File: src/rtl/gpio_mixport_pkg.sv
package gpio_mixport_pkg;
   localparam int unsigned REG_W = 8;
   typedef logic [REG_W-1:0] reg_t;
   localparam reg_t ALL_ONES = '1;
endpackage

File: src/rtl/gpio_mixport_sync.sv
module gpio_mixport_sync #(
   parameter int unsigned W      = 4,
   parameter int unsigned STAGES = 2
) (
   input  logic         clk,
   input  logic         rst_n,
   input  logic [W-1:0] d,
   output logic [W-1:0] q
);
   logic [STAGES-1:0][W-1:0] stage_q;

   always_ff @(posedge clk or negedge rst_n) begin
      if (!rst_n) stage_q[0] <= '0;
      else        stage_q[0] <= d;
   end

   for (genvar k = 1; k < STAGES; k++) begin : g_stage
      always_ff @(posedge clk or negedge rst_n) begin
         if (!rst_n) stage_q[k] <= '0;
         else        stage_q[k] <= stage_q[k-1];
      end
   end

   assign q = stage_q[STAGES-1];
endmodule

File: src/rtl/gpio_mixport_regs.sv
module gpio_mixport_regs #(
   parameter int unsigned ADDR_W    = 4,
   parameter int unsigned DATA_ADDR = 0,
   parameter int unsigned DIR_ADDR  = 1,
   parameter int unsigned N_IO      = 3
) (
   input  logic              clk,
   input  logic              rst_n,
   input  logic [ADDR_W-1:0] bus_addr,
   input  logic              bus_we,
   input  logic [N_IO-1:0]   wr_bits,
   output logic [N_IO-1:0]   lat_q,
   output logic [N_IO-1:0]   dir_q
);
   localparam logic [ADDR_W-1:0] A_DATA = ADDR_W'(DATA_ADDR);
   localparam logic [ADDR_W-1:0] A_DIR  = ADDR_W'(DIR_ADDR);

   logic wr_data, wr_dir;
   assign wr_data = bus_we && (bus_addr == A_DATA);
   assign wr_dir  = bus_we && (bus_addr == A_DIR);

   always_ff @(posedge clk or negedge rst_n) begin
      if (!rst_n) begin
         lat_q <= '0;
         dir_q <= '0;
      end else begin
         if (wr_data) lat_q <= wr_bits;
         if (wr_dir)  dir_q <= wr_bits;
      end
   end
endmodule

File: src/rtl/gpio_mixport_rdmux.sv
module gpio_mixport_rdmux
   import gpio_mixport_pkg::*;
#(
   parameter int unsigned ADDR_W    = 4,
   parameter int unsigned DATA_ADDR = 0,
   parameter int unsigned N_IO      = 3
) (
   input  logic              clk,
   input  logic              rst_n,
   input  logic              bus_re,
   input  logic [ADDR_W-1:0] bus_addr,
   input  logic [N_IO-1:0]   lat_q,
   input  logic [N_IO-1:0]   dir_q,
   input  logic [N_IO:0]     pin_sync,
   output reg_t              bus_rdata
);
   localparam logic [ADDR_W-1:0] A_DATA = ADDR_W'(DATA_ADDR);

   reg_t data_view;

   for (genvar i = 0; i < REG_W; i++) begin : g_bit
      if (i < N_IO) begin : g_bidir
         assign data_view[i] = dir_q[i] ? lat_q[i] : pin_sync[i];
      end else if (i == N_IO) begin : g_inonly
         assign data_view[i] = pin_sync[N_IO];
      end else begin : g_unused
         assign data_view[i] = 1'b1;
      end
   end

   always_ff @(posedge clk or negedge rst_n) begin
      if (!rst_n)      bus_rdata <= '0;
      else if (bus_re) bus_rdata <= (bus_addr == A_DATA) ? data_view : ALL_ONES;
   end
endmodule

File: src/rtl/gpio_mixport.sv
module gpio_mixport
   import gpio_mixport_pkg::*;
#(
   parameter int unsigned ADDR_W      = 4,
   parameter int unsigned DATA_ADDR   = 0,
   parameter int unsigned DIR_ADDR    = 1,
   parameter int unsigned N_IO        = 3,
   parameter int unsigned SYNC_STAGES = 2
) (
   input  logic              clk,
   input  logic              rst_n,
   input  logic [ADDR_W-1:0] bus_addr,
   input  logic              bus_we,
   input  logic [7:0]        bus_wdata,
   input  logic              bus_re,
   output logic [7:0]        bus_rdata,
   input  logic [N_IO:0]     pin_in,
   input  logic [N_IO-1:0]   gpio_sel,
   output logic [N_IO-1:0]   pin_out,
   output logic [N_IO-1:0]   pin_oe
);
   localparam int unsigned N_PIN = N_IO + 1;

   if (N_PIN > REG_W) begin : g_bad_width
      $error("gpio_mixport: N_IO+1 must fit in the register width");
   end
   if (SYNC_STAGES < 2) begin : g_bad_sync
      $error("gpio_mixport: SYNC_STAGES must be at least 2");
   end
   if (DATA_ADDR == DIR_ADDR) begin : g_bad_addr
      $error("gpio_mixport: register addresses must differ");
   end
   if (DATA_ADDR >= (1 << ADDR_W) || DIR_ADDR >= (1 << ADDR_W)) begin : g_bad_range
      $error("gpio_mixport: register address exceeds ADDR_W");
   end

   logic [N_IO-1:0]  lat_q;
   logic [N_IO-1:0]  dir_q;
   logic [N_PIN-1:0] pin_sync;

   gpio_mixport_sync #(.W(N_PIN), .STAGES(SYNC_STAGES)) u_sync (
      .clk   (clk),
      .rst_n (rst_n),
      .d     (pin_in),
      .q     (pin_sync)
   );

   gpio_mixport_regs #(
      .ADDR_W(ADDR_W), .DATA_ADDR(DATA_ADDR), .DIR_ADDR(DIR_ADDR), .N_IO(N_IO)
   ) u_regs (
      .clk      (clk),
      .rst_n    (rst_n),
      .bus_addr (bus_addr),
      .bus_we   (bus_we),
      .wr_bits  (bus_wdata[N_IO-1:0]),
      .lat_q    (lat_q),
      .dir_q    (dir_q)
   );

   gpio_mixport_rdmux #(
      .ADDR_W(ADDR_W), .DATA_ADDR(DATA_ADDR), .N_IO(N_IO)
   ) u_rdmux (
      .clk       (clk),
      .rst_n     (rst_n),
      .bus_re    (bus_re),
      .bus_addr  (bus_addr),
      .lat_q     (lat_q),
      .dir_q     (dir_q),
      .pin_sync  (pin_sync),
      .bus_rdata (bus_rdata)
   );

   for (genvar i = 0; i < N_IO; i++) begin : g_pin
      assign pin_out[i] = lat_q[i];
      assign pin_oe[i]  = dir_q[i] & gpio_sel[i];
   end
endmodule

File: config.mk
export PLATFORM = sky130hd
export DESIGN_NAME = gpio_mixport
export DESIGN_NICKNAME = d
export VERILOG_FILES = /design/src/rtl/gpio_mixport_pkg.sv /design/src/rtl/gpio_mixport_sync.sv /design/src/rtl/gpio_mixport_regs.sv /design/src/rtl/gpio_mixport_rdmux.sv /design/src/rtl/gpio_mixport.sv
export SDC_FILE = /design/constraint.sdc
export NUM_CORES = 1
export LEC_CHECK = 0
export ABC_CLOCK_PERIOD_IN_PS = 800
export CORE_MARGIN = 4
export CORE_UTILIZATION = 35
export DETAILED_ROUTE_END_ITERATION = 6
export MAX_ROUTING_LAYER = met4
export PLACE_DENSITY = 0.73
export SYNTH_ARGS = -nofsm -noshare
export SYNTH_HDL_FRONTEND = slang
export SYNTH_HIERARCHICAL = 1
export SYNTH_SLANG_ARGS = --single-unit
File: constraint.sdc
create_clock -name clk -period 0.8 [get_ports clk]
set_input_delay 0.12 -clock clk [delete_from_list [all_inputs] [get_ports clk]]
set_output_delay 0.12 -clock clk [all_outputs]
set_load 0.02 [all_outputs]
* After elaboration in Yosys (flattened, before gate mapping)
Cells that the tools add are included.
Widths: inputs -> output; s select.
** Cells by class
- Equal/unequal tests :: 1
- Mux-type cells :: 4
- Bitwise operators :: 3
- Reductions and logical operators :: 3
** Operators with widths (count)
- $eq 4x1->1 const B :: 1
- $logic_not 4->1 :: 1
- $mux 4 :: 1
- $and 1x1->1 :: 3
- $mux 1 :: 3
- $logic_and 1x1->1 :: 2
** Word-level totals
- Bits in registers :: 22
- Input bits :: 23
- Output and inout bits :: 14
- Logic and storage cells :: 16

* Logic depth before layout (Yosys ltp)
- Depth after elaboration :: 2
- Gate-level depth with buffers :: 3
- Mapped depth without buffers :: 3

* By module
Netlist, hierarchy kept.
** Modules (own cells, without submodules)
- gpio_mixport_regs :: instances 1, cells each 15, area each 262.8 um^2, seq. area each 150.1 um^2
- gpio_mixport_rdmux :: instances 1, cells each 23, area each 255.2 um^2, seq. area each 125.1 um^2
- gpio_mixport_sync :: instances 1, cells each 12, area each 230.2 um^2, seq. area each 200.2 um^2
- gpio_mixport :: instances 1, cells each 3, area each 18.8 um^2, seq. area each 0.0 um^2

* Worst setup path after synthesis
Ideal clock, no wire load.
- Path kind :: in2reg
- Start point :: in bus_addr[1]
- End point :: reg u_regs.dir_q[0]
- Setup time :: 0.125 ns
- Arrival time :: 1.053 ns
- Data required time :: 0.675 ns
- Setup slack :: -0.378 ns
- Stages :: 3
- Buffers on the path :: 0
- Path through :: nand2b_4 -> or4b_4 -> mux2_4
** Between the ends
- Longest elaborated chain between the ends :: 2
** Ends and longest elaborated chain
- start, declared :: line gpio_mixport.sv:12 : input logic [ADDR_W-1:0] bus_addr,
- $eq 4x1->1 :: line gpio_mixport_regs.sv:20 : assign wr_dir = bus_we && (bus_addr == A_DIR);
- $logic_and 1x1->1 :: line gpio_mixport_regs.sv:20
- end signal, assigned :: line gpio_mixport_regs.sv:28 : if (wr_dir) dir_q <= wr_bits;
- end, declared :: line gpio_mixport_regs.sv:13 : output logic [N_IO-1:0] dir_q
No other way between the ends.
A chain may end at the register's enable or synchronous reset.

* Final worst setup path
- Start point :: reg u_regs.dir_q[1]
- End point :: out pin_oe[1]
** Between the ends
- Longest elaborated chain between the ends :: 1
** Ends and longest elaborated chain
- $and 1x1->1 :: line gpio_mixport.sv:75 : assign pin_oe[i] = dir_q[i] & gpio_sel[i];
- end, declared :: line gpio_mixport.sv:20 : output logic [N_IO-1:0] pin_oe
No other way between the ends.

==> impl_results.md <==
* Status: complete, but fails checks
* Violated checks: setup timing
* Grt ovf at 0
* Final net count at 125
* Detailed Route Iter0 Violations at 5
* Max Clk Rate at between 0.9 and 1 GHz
* R2R setup slack at -230 ps
* Leading cell types in the layout, fill and taps excluded: buf_6 (23), dfrtp_1 (15), clkdlybuf4s50_1 (11), buf_4 (11), mux2_4 (6)
* Switch share at 0.264
* CORE AREA at 0.00202 sq mm
* Worst slack at placement at -873 ps
* Worst-path fanout max at 2
* Vias at 547
* Commonest non-fill, non-tap cell in the layout: buf_6
* Die span in y at 54.8 microns
* Synthesized Nets at 76
* Skew final at around 6.5 ps
* Design area at 0.00133 sq mm
* Fin. max-slew vios at 0
* Min-Delay Endpoint: u_rdmux/bus_rdata[0]
* First-pass GRT wire length at 2.37 mm
* IR Drop Worst-Case VDD at 0.00153 V
* Ys Warns at 6
* Post-route ant nets at 0
* Global Route Usage Sum at 0.121
* NetSw at between 600 and 700 uW
* Max transition margin at 0.807
* Clk Latency, worst-skew pair at 290 ps
* Final setup fails at 23
* Count of unique library cells instantiated by Yosys at 14
* Residual DRC at 0
* Post-route clock period utilization at 1.36
* Fillers at 153
* Synth Instances at 53
* Sequential area share after synthesis at 0.620
* DRT Pass-1 Iters at 2
* Slew at the pin with the worst max-slew slack at 289 ps
* Startpoint types: register
* Port bufs at 31
* Logic pwr share at 0.332
* RR Endpoint: u_rdmux/bus_rdata[0]
* Number of global-route vias before repair at approximately 490
* Area grow syn2layout at 73.4%
* Clock-pin slew on the worst setup and hold paths at 110 ps
* Max cap viols at 0
* Pint at 1.77 mW
* Final hold vios at 0
* Critical Path RT at 680 ps
* # IOs at 37
* Sequential Power Share at 0.467
* Die span in x at 54.8 microns
* Initial antenna violation count at 0
* Routed vias/inst at about 4.3
* CP endpoint kind: primary output
* Critical path class: reg2out
* Largest net degree at the start of global routing at 20
* PwrDens at 1810 mW/mm^2
* Row count at 16
* Starting density of the core at 0.379
* Final GP Congestion at 0.765
* R2R cell count at 4
* Final worst slack at -285 ps
* Share of cells above drive strength 1 at 0.624
* Clk pwr share at 0.201
* Min cycle time layout at between 1000 and 1500 ps
* Min-delay worst type: in2reg
* DR WL/cell at 12.4 microns
* DRT Wirelength at 1.58 mm
* CTS Buffer Depth at 2
* Tot Pwr at 2.40 mW
* Reg2reg start: u_regs/dir_q[0]
* Mapped cell area at about 770 sq um
* Static Leak at 0.608 nW
* Hold Crit Start: bus_addr[1]
* Sink Count at 19
* Unrepaired setup endpoints after global routing: yes
* Dpl hpwl at 1.14 mm
* Root buf cell: clkbuf_4
* Syn avg cell area at between 10 and 15 sq um
* CTS Buf Count at 3
* Die area at around 0.0030 sq mm
* Antenna diode count at 0
* CTS tree: built
* Final hold slack at 121 ps
* Worst path arrival time at 960 ps
* WHS Path Cells at 3
* DP Area at 0.00118 sq mm
* Register bit total from synthesis at 19
* H-Tree Depth at 1
## worst max-delay path: stages (launching register included)
cell	delay, ps
dfrtp_1	410
and2_4	140
buf_6	120
## per-stage QoR
stage,utilization,setup TNS [ps],instances
after global placement,0.584,-11930,118
after detailed placement,0.584,-12030,118
after global routing,0.658,-5060,128
after floorplan,-,-2050,53
after CTS,0.639,-4240,127
final,0.658,-4160,128
## per-layer routing
layer,GRT usage,vias up,part of all wire
li1,-,271,-
met1,0.168,252,0.48
met2,0.159,22,0.43
met3,0.0327,2,0.085
met4,0.0622,0,0.0051
met5,-,-,0
## Yosys cell counts
library cell / instances / share of area
dfrtp_1: 19 / 0.62
buf_4: 7 / 0.069
a31oi_1: 4 / 0.033
nor2_1: 4 / 0.020
and2_1: 3 / 0.024
mux2_2: 3 / 0.044
mux2_4: 3 / 0.059
mux2i_1: 3 / 0.039
inv_1: 2 / 0.0098
nand2b_4: 1 / 0.018
nor4_1: 1 / 0.0082
nor4b_4: 1 / 0.031
or2_1: 1 / 0.0082
or4b_4: 1 / 0.018
## power groups by stage
stage          sequential [mW]  combinational [mW]  clock, mW
6_report                  1.12               0.796      0.482
5_1_grt                   1.14               0.847      0.553
4_1_cts                   1.12               0.742      0.488
3_5_place_dp              1.12               0.653          0
3_3_place_gp              1.12               0.642          0
2_1_floorplan             1.19               0.193          0
## worst max path at each step
| stage | startpoint | slack [ps] | cells after the start | endpoint |
|---|---|---|---|---|
| floorplan | bus_addr[1] | -380 | 3 | u_regs/dir_q[0] |
| global placement | bus_we | -850 | 4 | u_regs/dir_q[0] |
| detailed placement | bus_we | -870 | 4 | u_regs/dir_q[1] |
| CTS | u_regs/dir_q[0] | -280 | 2 | pin_oe[0] |
| global route | u_regs/dir_q[0] | -340 | 2 | pin_oe[0] |
| finish | u_regs/dir_q[1] | -280 | 2 | pin_oe[1] |
## registers in the layout, summed over array words and instances, names as in the netlist
register,flops
u_rdmux/bus_rdata,5
u_regs/dir_q,3
u_sync/q,4
u_sync/stage_q,4
u_regs/lat_q,3
## final cells by class
cell class              instances  area (sq um)  share of cell area
clock buffers                   3          22.5              0.0169
repair buffers                 51           500               0.376
clock inverters                 1          5.00             0.00376
well taps                      27          33.8              0.0254
inverters                       2          7.51             0.00564
multi-input cells              25           280               0.211
flip-flops and latches         19           480               0.361
## cells by family after synthesis
family | count (synthesis) | share of synthesized area
AOI/OAI and AO/OA | 4 | 0.0326
buffers and inverters | 9 | 0.0783
DFF | 19 | 0.620
muxes | 9 | 0.142
and+or+nand+nor | 12 | 0.127
## repair_timing
item | in CTS | in global routing
setup endpoints to repair | 24 | 25
buffers inserted | 6 | 1
pin swaps | 10 | 6
endpoints found under the hold margin | 0 | 0
hold buffers | 0 | 0
gates resized for setup | 114 | 10
(Power assumes the default switching activity.)
